`src/rtl/sdram_modeset_pkg.sv`:
```
package sdram_modeset_pkg;

  typedef enum logic [2:0] {
    ST_IDLE,
    ST_PALL,
    ST_PGAP,
    ST_REF,
    ST_RGAP,
    ST_MRS,
    ST_MGAP
  } seq_state_t;

  typedef struct packed {
    logic cs_n;
    logic ras_n;
    logic cas_n;
    logic we_n;
  } sdram_cmd_t;

  localparam sdram_cmd_t CMD_NOP  = sdram_cmd_t'(4'b0111);
  localparam sdram_cmd_t CMD_PALL = sdram_cmd_t'(4'b0010);
  localparam sdram_cmd_t CMD_REF  = sdram_cmd_t'(4'b0001);
  localparam sdram_cmd_t CMD_MRS  = sdram_cmd_t'(4'b0000);

endpackage

```
`src/rtl/modeset_word.sv`:
```
module modeset_word #(
  parameter int ADDR_W = 13,
  parameter int WB_BIT = 9,
  parameter int CL_LSB = 4,
  parameter int CL_W   = 3
) (
  input  logic              cl3,
  input  logic              bus32,
  input  logic              wr_single,
  output logic [ADDR_W-1:0] word
);
  localparam int SHIFT16 = 1;
  localparam int SHIFT32 = 2;

  logic [ADDR_W-1:0] base;

  always_comb begin
    base                 = '0;
    base[WB_BIT]         = wr_single;
    base[CL_LSB +: CL_W] = cl3 ? CL_W'(3) : CL_W'(2);
  end

  assign word = bus32 ? (base << SHIFT32) : (base << SHIFT16);

endmodule

```
`src/rtl/modeset_gap_timer.sv`:
```
module modeset_gap_timer #(
  parameter int CNT_W = 2
) (
  input  logic             clk,
  input  logic             rst,
  input  logic             load,
  input  logic [CNT_W-1:0] load_val,
  output logic             expired
);
  logic [CNT_W-1:0] cnt;

  always_ff @(posedge clk) begin
    if (rst)               cnt <= '0;
    else if (load)         cnt <= load_val;
    else if (cnt != '0)    cnt <= cnt - 1'b1;
  end

  assign expired = (cnt == '0);

endmodule

```
`src/rtl/modeset_ctrl.sv`:
```
module modeset_ctrl
  import sdram_modeset_pkg::*;
#(
  parameter int REF_COUNT = 8,
  parameter int CODE_W    = 2,
  parameter int MRS_IDLE  = 1,
  parameter int CNT_W     = 2
) (
  input  logic              clk,
  input  logic              rst,
  input  logic              start,
  input  logic [CODE_W-1:0] trp_code,
  input  logic [CODE_W-1:0] trc_code,
  input  logic              cl3_sel,
  input  logic              bus32_sel,
  input  logic              wr_single_sel,
  input  logic              gap_expired,
  output seq_state_t        state,
  output logic              gap_load,
  output logic [CNT_W-1:0]  gap_val,
  output logic              lat_cl3,
  output logic              lat_bus32,
  output logic              lat_wr_single,
  output logic              done
);
  localparam int RC_W = $clog2(REF_COUNT + 1);

  logic [RC_W-1:0]   ref_cnt;
  logic [CODE_W-1:0] trp_lat;
  logic [CODE_W-1:0] trc_lat;

  always_ff @(posedge clk) begin
    if (rst) begin
      state         <= ST_IDLE;
      ref_cnt       <= '0;
      trp_lat       <= '0;
      trc_lat       <= '0;
      lat_cl3       <= 1'b0;
      lat_bus32     <= 1'b0;
      lat_wr_single <= 1'b0;
      done          <= 1'b0;
    end else begin
      done <= (state == ST_MGAP) && gap_expired;
      case (state)
        ST_IDLE: begin
          if (start) begin
            state         <= ST_PALL;
            ref_cnt       <= '0;
            trp_lat       <= trp_code;
            trc_lat       <= trc_code;
            lat_cl3       <= cl3_sel;
            lat_bus32     <= bus32_sel;
            lat_wr_single <= wr_single_sel;
          end
        end
        ST_PALL: state <= ST_PGAP;
        ST_PGAP: if (gap_expired) state <= ST_REF;
        ST_REF: begin
          ref_cnt <= ref_cnt + 1'b1;
          state   <= ST_RGAP;
        end
        ST_RGAP: begin
          if (gap_expired) begin
            if (ref_cnt == RC_W'(REF_COUNT)) state <= ST_MRS;
            else                              state <= ST_REF;
          end
        end
        ST_MRS:  state <= ST_MGAP;
        ST_MGAP: if (gap_expired) state <= ST_IDLE;
        default: state <= ST_IDLE;
      endcase
    end
  end

  always_comb begin
    gap_load = 1'b0;
    gap_val  = '0;
    case (state)
      ST_PALL: begin gap_load = 1'b1; gap_val = CNT_W'(trp_lat); end
      ST_REF:  begin gap_load = 1'b1; gap_val = CNT_W'(trc_lat); end
      ST_MRS:  begin gap_load = 1'b1; gap_val = CNT_W'(MRS_IDLE - 1); end
      default: ;
    endcase
  end

endmodule

```
`src/rtl/sdram_modeset_seq.sv`:
```
module sdram_modeset_seq
  import sdram_modeset_pkg::*;
#(
  parameter int ADDR_W    = 13,
  parameter int CODE_W    = 2,
  parameter int REF_COUNT = 8,
  parameter int MRS_IDLE  = 1,
  parameter int PALL_BIT  = 10
) (
  input  logic              clk,
  input  logic              rst,
  input  logic              start,
  input  logic [CODE_W-1:0] trp_code,
  input  logic [CODE_W-1:0] trc_code,
  input  logic              cl3_sel,
  input  logic              bus32_sel,
  input  logic              wr_single_sel,
  output logic              cs_n,
  output logic              ras_n,
  output logic              cas_n,
  output logic              we_n,
  output logic [ADDR_W-1:0] addr,
  output logic              busy,
  output logic              done
);
  localparam int MI_W  = $clog2(MRS_IDLE + 1);
  localparam int CNT_W = (CODE_W > MI_W) ? CODE_W : MI_W;

  seq_state_t        state;
  logic              gap_load;
  logic [CNT_W-1:0]  gap_val;
  logic              gap_expired;
  logic              lat_cl3;
  logic              lat_bus32;
  logic              lat_wr_single;
  logic [ADDR_W-1:0] mode_word;
  sdram_cmd_t        cmd;

  modeset_ctrl #(
    .REF_COUNT(REF_COUNT),
    .CODE_W   (CODE_W),
    .MRS_IDLE (MRS_IDLE),
    .CNT_W    (CNT_W)
  ) u_ctrl (
    .clk          (clk),
    .rst          (rst),
    .start        (start),
    .trp_code     (trp_code),
    .trc_code     (trc_code),
    .cl3_sel      (cl3_sel),
    .bus32_sel    (bus32_sel),
    .wr_single_sel(wr_single_sel),
    .gap_expired  (gap_expired),
    .state        (state),
    .gap_load     (gap_load),
    .gap_val      (gap_val),
    .lat_cl3      (lat_cl3),
    .lat_bus32    (lat_bus32),
    .lat_wr_single(lat_wr_single),
    .done         (done)
  );

  modeset_gap_timer #(.CNT_W(CNT_W)) u_gap (
    .clk     (clk),
    .rst     (rst),
    .load    (gap_load),
    .load_val(gap_val),
    .expired (gap_expired)
  );

  modeset_word #(.ADDR_W(ADDR_W)) u_word (
    .cl3      (lat_cl3),
    .bus32    (lat_bus32),
    .wr_single(lat_wr_single),
    .word     (mode_word)
  );

  always_comb begin
    cmd  = CMD_NOP;
    addr = '0;
    case (state)
      ST_PALL: begin cmd = CMD_PALL; addr[PALL_BIT] = 1'b1; end
      ST_REF:  cmd = CMD_REF;
      ST_MRS:  begin cmd = CMD_MRS; addr = mode_word; end
      default: ;
    endcase
  end

  assign cs_n  = cmd.cs_n;
  assign ras_n = cmd.ras_n;
  assign cas_n = cmd.cas_n;
  assign we_n  = cmd.we_n;
  assign busy  = (state != ST_IDLE);

endmodule

```
`config.mk`:
```
export PLATFORM = sky130hd
export DESIGN_NAME = sdram_modeset_seq
export DESIGN_NICKNAME = d
export VERILOG_FILES = /design/src/rtl/sdram_modeset_pkg.sv /design/src/rtl/modeset_word.sv /design/src/rtl/modeset_gap_timer.sv /design/src/rtl/modeset_ctrl.sv /design/src/rtl/sdram_modeset_seq.sv
export SDC_FILE = /design/constraint.sdc
export NUM_CORES = 1
export LEC_CHECK = 0
export CAP_MARGIN = 15
export CORE_ASPECT_RATIO = 1.25
export CORE_UTILIZATION = 48
export CTS_BUF_LIST = sky130_fd_sc_hd__clkbuf_4
export DETAILED_ROUTE_END_ITERATION = 8
export PLACE_DENSITY = 0.82
export SYNTH_ARGS = -nofsm -noshare
export SYNTH_HDL_FRONTEND = slang
export SYNTH_SLANG_ARGS = --single-unit
```
`constraint.sdc`:
```
create_clock -name clk -period 2 [get_ports clk]
set_clock_uncertainty 0.1 [all_clocks]
set_input_delay 0.5 -clock clk [delete_from_list [all_inputs] [get_ports clk]]
set_output_delay 0.5 -clock clk [all_outputs]
set_load 0.02 [all_outputs]
```
==> results.rst <==
.. list-table::
   :header-rows: 1

   * - Metric
     - Value
   * - Count of cells along the worst hold path
     - 2
   * - Register clock-pin slew on the reported worst setup and hold paths
     - 0.10 ns
   * - Power Density
     - 808 nW/um^2
   * - I/O pin count
     - 29
   * - Initial antenna violation count
     - 0
   * - Detail-routed net length per standard cell
     - 11.9 um
   * - Distinct cells, synth
     - 38
   * - Setup ws final
     - 0.0590 ns
   * - CP cell instances
     - buf_4 -> xor2_1 -> nand2_1 -> clkdlybuf4s15_1
   * - Worst Reg-to-Reg Cells
     - 5
   * - Number of I/O port buffers
     - 19
   * - Most frequently used flop master after synthesis
     - dfxtp_1
   * - DR iter-0 viols
     - 13
   * - Status
     - complete, no violations
   * - Placeable core region
     - 1830 um^2
   * - Avg Synthesized Cell Area
     - 8.15 um^2
   * - Number of endpoints with negative hold slack in the final report
     - 0
   * - Maximum fanout along the worst path
     - 7
   * - Final Setup Violations
     - 0
   * - Leak pwr
     - 0.496 nW
   * - Max-cap violations
     - 0
   * - GR Util All Layers
     - 0.191
   * - Number of placed instances with taps included
     - 157
   * - Critical path start-end classification
     - flip-flop to output pin
   * - Area growth, synth to finish
     - 22.6%
   * - Final Net Count
     - 156
   * - Total Wirelength
     - 1920 um
   * - Clk buf depth
     - 2
   * - Fraction of the core area covered by cells at the end of the flow
     - 0.650
   * - Number of placement rows
     - 17
   * - Layout cell share with drive strength beyond 1
     - 0.176
   * - Final worst-path cycle share
     - 0.970
   * - Final antenna-violating net count
     - 0
   * - Reg-to-reg setup timing slack
     - 0.32 ns
   * - Last weighted congestion value of the routability-driven placer
     - 0.759
   * - Number of enable-type register cells in the synthesized netlist
     - 0
   * - Antenna diode count
     - 0
   * - Fillers
     - 160
   * - Capture point of the worst reg-to-reg path
     - u_ctrl.ref_cnt[1]
   * - Initial core utilization
     - 0.530
   * - CTS tree
     - yes
   * - Family with the most delay on the worst path
     - buffers and inverters
   * - End point of the worst hold path
     - u_ctrl.lat_cl3
   * - Vias in the first global route
     - 760
   * - Fraction of synthesis flops using an asynchronous set or reset pin
     - 0
   * - Worst setup slack after placement
     - -0.0373 ns
   * - Post-detailed-placement half-perimeter wirelength
     - 1400 um
   * - Setup total negative slack
     - 0 ns
   * - Grt ovf
     - 0
   * - Sequential element share of the synthesized area
     - 0.351
   * - Crit. End Element
     - output pin
   * - Root Driver
     - clkbuf_4
   * - Number of instances in the synthesized netlist
     - 119
   * - H-tree levels
     - 1
   * - DIE WIDTH
     - 42.2 um
   * - Setup repair bufs after CTS
     - 0
   * - Buffers & Inverters on Critical Path
     - 2
   * - Vias post-DR
     - 853
   * - Count of final max-slew check failures
     - 0
   * - Post-synth design cell area
     - 970 um^2
   * - Min-delay worst type
     - flip-flop to flip-flop
   * - Overall power consumption
     - 0.960 mW
   * - Register bit count reported by yosys
     - 17
   * - Critical path startpoint category
     - flip-flop
   * - Time the worst path needs with I/O delays and setup
     - 1.94 ns
   * - Die Y
     - 52.3 um
   * - Drt first pass iters
     - 4
   * - Latest clock arrival within the worst-skew pair
     - 0.29 ns
   * - Total CTS buffers
     - 3
   * - Slowest cell on the critical path
     - dfxtp_2
   * - Non-filler cells in the finished layout
     - 161
   * - Maximum vdd drop
     - 508 uV
   * - Avg Vias per Cell
     - 5.30
   * - Clock sink total
     - 17
   * - Maximum clock rate
     - 0.515 GHz
   * - CP Data Required Time
     - 1.40 ns
   * - Drt drc
     - 0
   * - Largest incremental delay on the critical path
     - 0.35 ns
   * - Largest net degree at the start of global routing
     - 17
   * - Die area
     - 2200 um^2
   * - Crit path arrival time
     - 1.34 ns
   * - Wire length of the first global-routing pass
     - 3220 um
   * - Hold Crit Start
     - u_ctrl.lat_cl3
   * - Hold buffer count at cts
     - 0
   * - Startpoint of the most critical register-to-register path
     - u_ctrl.state[1]
   * - Warnings, synthesis
     - 0
## Yosys cell counts, types with 2 or more instances
cell      number  area (um^2)
a21oi_1       14         70.1
a221oi_1       2         17.5
buf_2          4         20.0
buf_4          9         67.6
buf_6          2         22.5
clkbuf_1       2         7.51
dfxtp_1       17          340
ha_1           3         37.5
inv_1          7         26.3
nand2_1       21         78.8
nand2b_1       2         12.5
nand3_1        3         15.0
nand3b_1       3         22.5
nor2_1         2         7.51
nor2b_1        2         12.5
nor3_1         2         10.0
or3_1          2         12.5
xor2_1         2         17.5
## worst reg2reg max path: stages, from the launching register on
cell and delay, ns:
dfxtp_2 0.35, buf_4 0.15, buf_4 0.17, or4b_4 0.61, nand3_1 0.13, a21oi_1 0.07
## layout by cell type (no fill, tap or decap), types with 2 or more instances in the layout
master / count
nor2_1: 2
clkbuf_4: 3
nand3_1: 3
clkdlybuf4s50_1: 10
ha_1: 3
xor2_1: 2
or3_1: 2
nand2_1: 21
inv_1: 7
buf_4: 8
conb_1: 9
nor3_1: 2
nand2b_1: 2
dlygate4sd2_1: 2
clkdlybuf4s15_1: 2
dfxtp_1: 15
buf_2: 3
a21oi_1: 14
a221oi_1: 2
nand3b_1: 3
clkbuf_2: 2
## logic make-up (layout without fill, tap and decap cells)
logic type,Yosys count,in the layout,synth area share
and+or+nand+nor,46,46,0.265
AOI/OAI and AO/OA,24,24,0.155
buffers and inverters,24,39,0.148
DFF,17,17,0.351
adders and majority gates,3,3,0.0387
xor gates and xnor gates,3,3,0.0271
other,1,9,0.00387
muxes,1,1,0.0116
## where the power goes
group	leakage (nW)	total (mW)	switching, mW	internal, mW
Clock	0.0177	0.185	0.110	0.0745
Sequential	0.140	0.406	0.0251	0.381
Combinational	0.338	0.369	0.197	0.172
## sequential cells by signal, summed over array words and instances, names as in the netlist
signal	count
u_ctrl.trp_lat	2
u_ctrl.ref_cnt	4
u_ctrl.state	3
u_gap.cnt	2
u_ctrl.trc_lat	2
u_ctrl.lat_cl3	1
u_ctrl.lat_bus32	1
u_ctrl.lat_wr_single	1
u_ctrl.done	1
## stage by stage
| stage | hold WS [ns] | area [um^2] |
|---|---|---|
| after floorplan | 0.332 | 1000 |
| after global placement | 0.344 | 1180 |
| after detailed placement | 0.350 | 1180 |
| after CTS | 0.364 | 1200 |
| after global routing | 0.388 | 1190 |
| final | 0.359 | 1190 |
## repair_timing
item / CTS / global route
cloned: 0 / 0
resized for setup: 19 / 11
setup endpoints to repair: 9 / 8
## worst max path at each step
stage | start | depth (start not counted) | endpoint | slack [ns]
floorplan | u_ctrl.state[2] | 4 | addr[11] | 0.22
global placement | u_ctrl.state[0] | 4 | addr[11] | 0.01
finish | u_ctrl.state[1] | 4 | cas_n | 0.06
detailed placement | u_ctrl.state[0] | 4 | addr[11] | -0.04
global route | u_ctrl.state[2] | 4 | cas_n | -0.02
CTS | u_ctrl.state[1] | 3 | busy | -0.001
## cell type report
cell class / instances / area [um^2] / share of cell area
Tap cell: 19 / 23.8 / 0.0200
Multi-Input combinational cell: 86 / 523 / 0.440
Clock buffer: 3 / 22.5 / 0.0189
Clock inverter: 1 / 5.00 / 0.00421
Inverter: 7 / 26.3 / 0.0221
Timing Repair Buffer: 28 / 243 / 0.204
Sequential cell: 17 / 345 / 0.291
## layer usage
metal  global-route usage  vias to the layer above  part of all wire
li1                     -                      431                 -
met1                0.226                      397              0.45
met2                0.349                       18              0.50
met3               0.0103                        7             0.022
met4               0.0938                        0             0.033
met5                    0                        -                 0
Note: power is estimated with default switching activity, not from simulation.
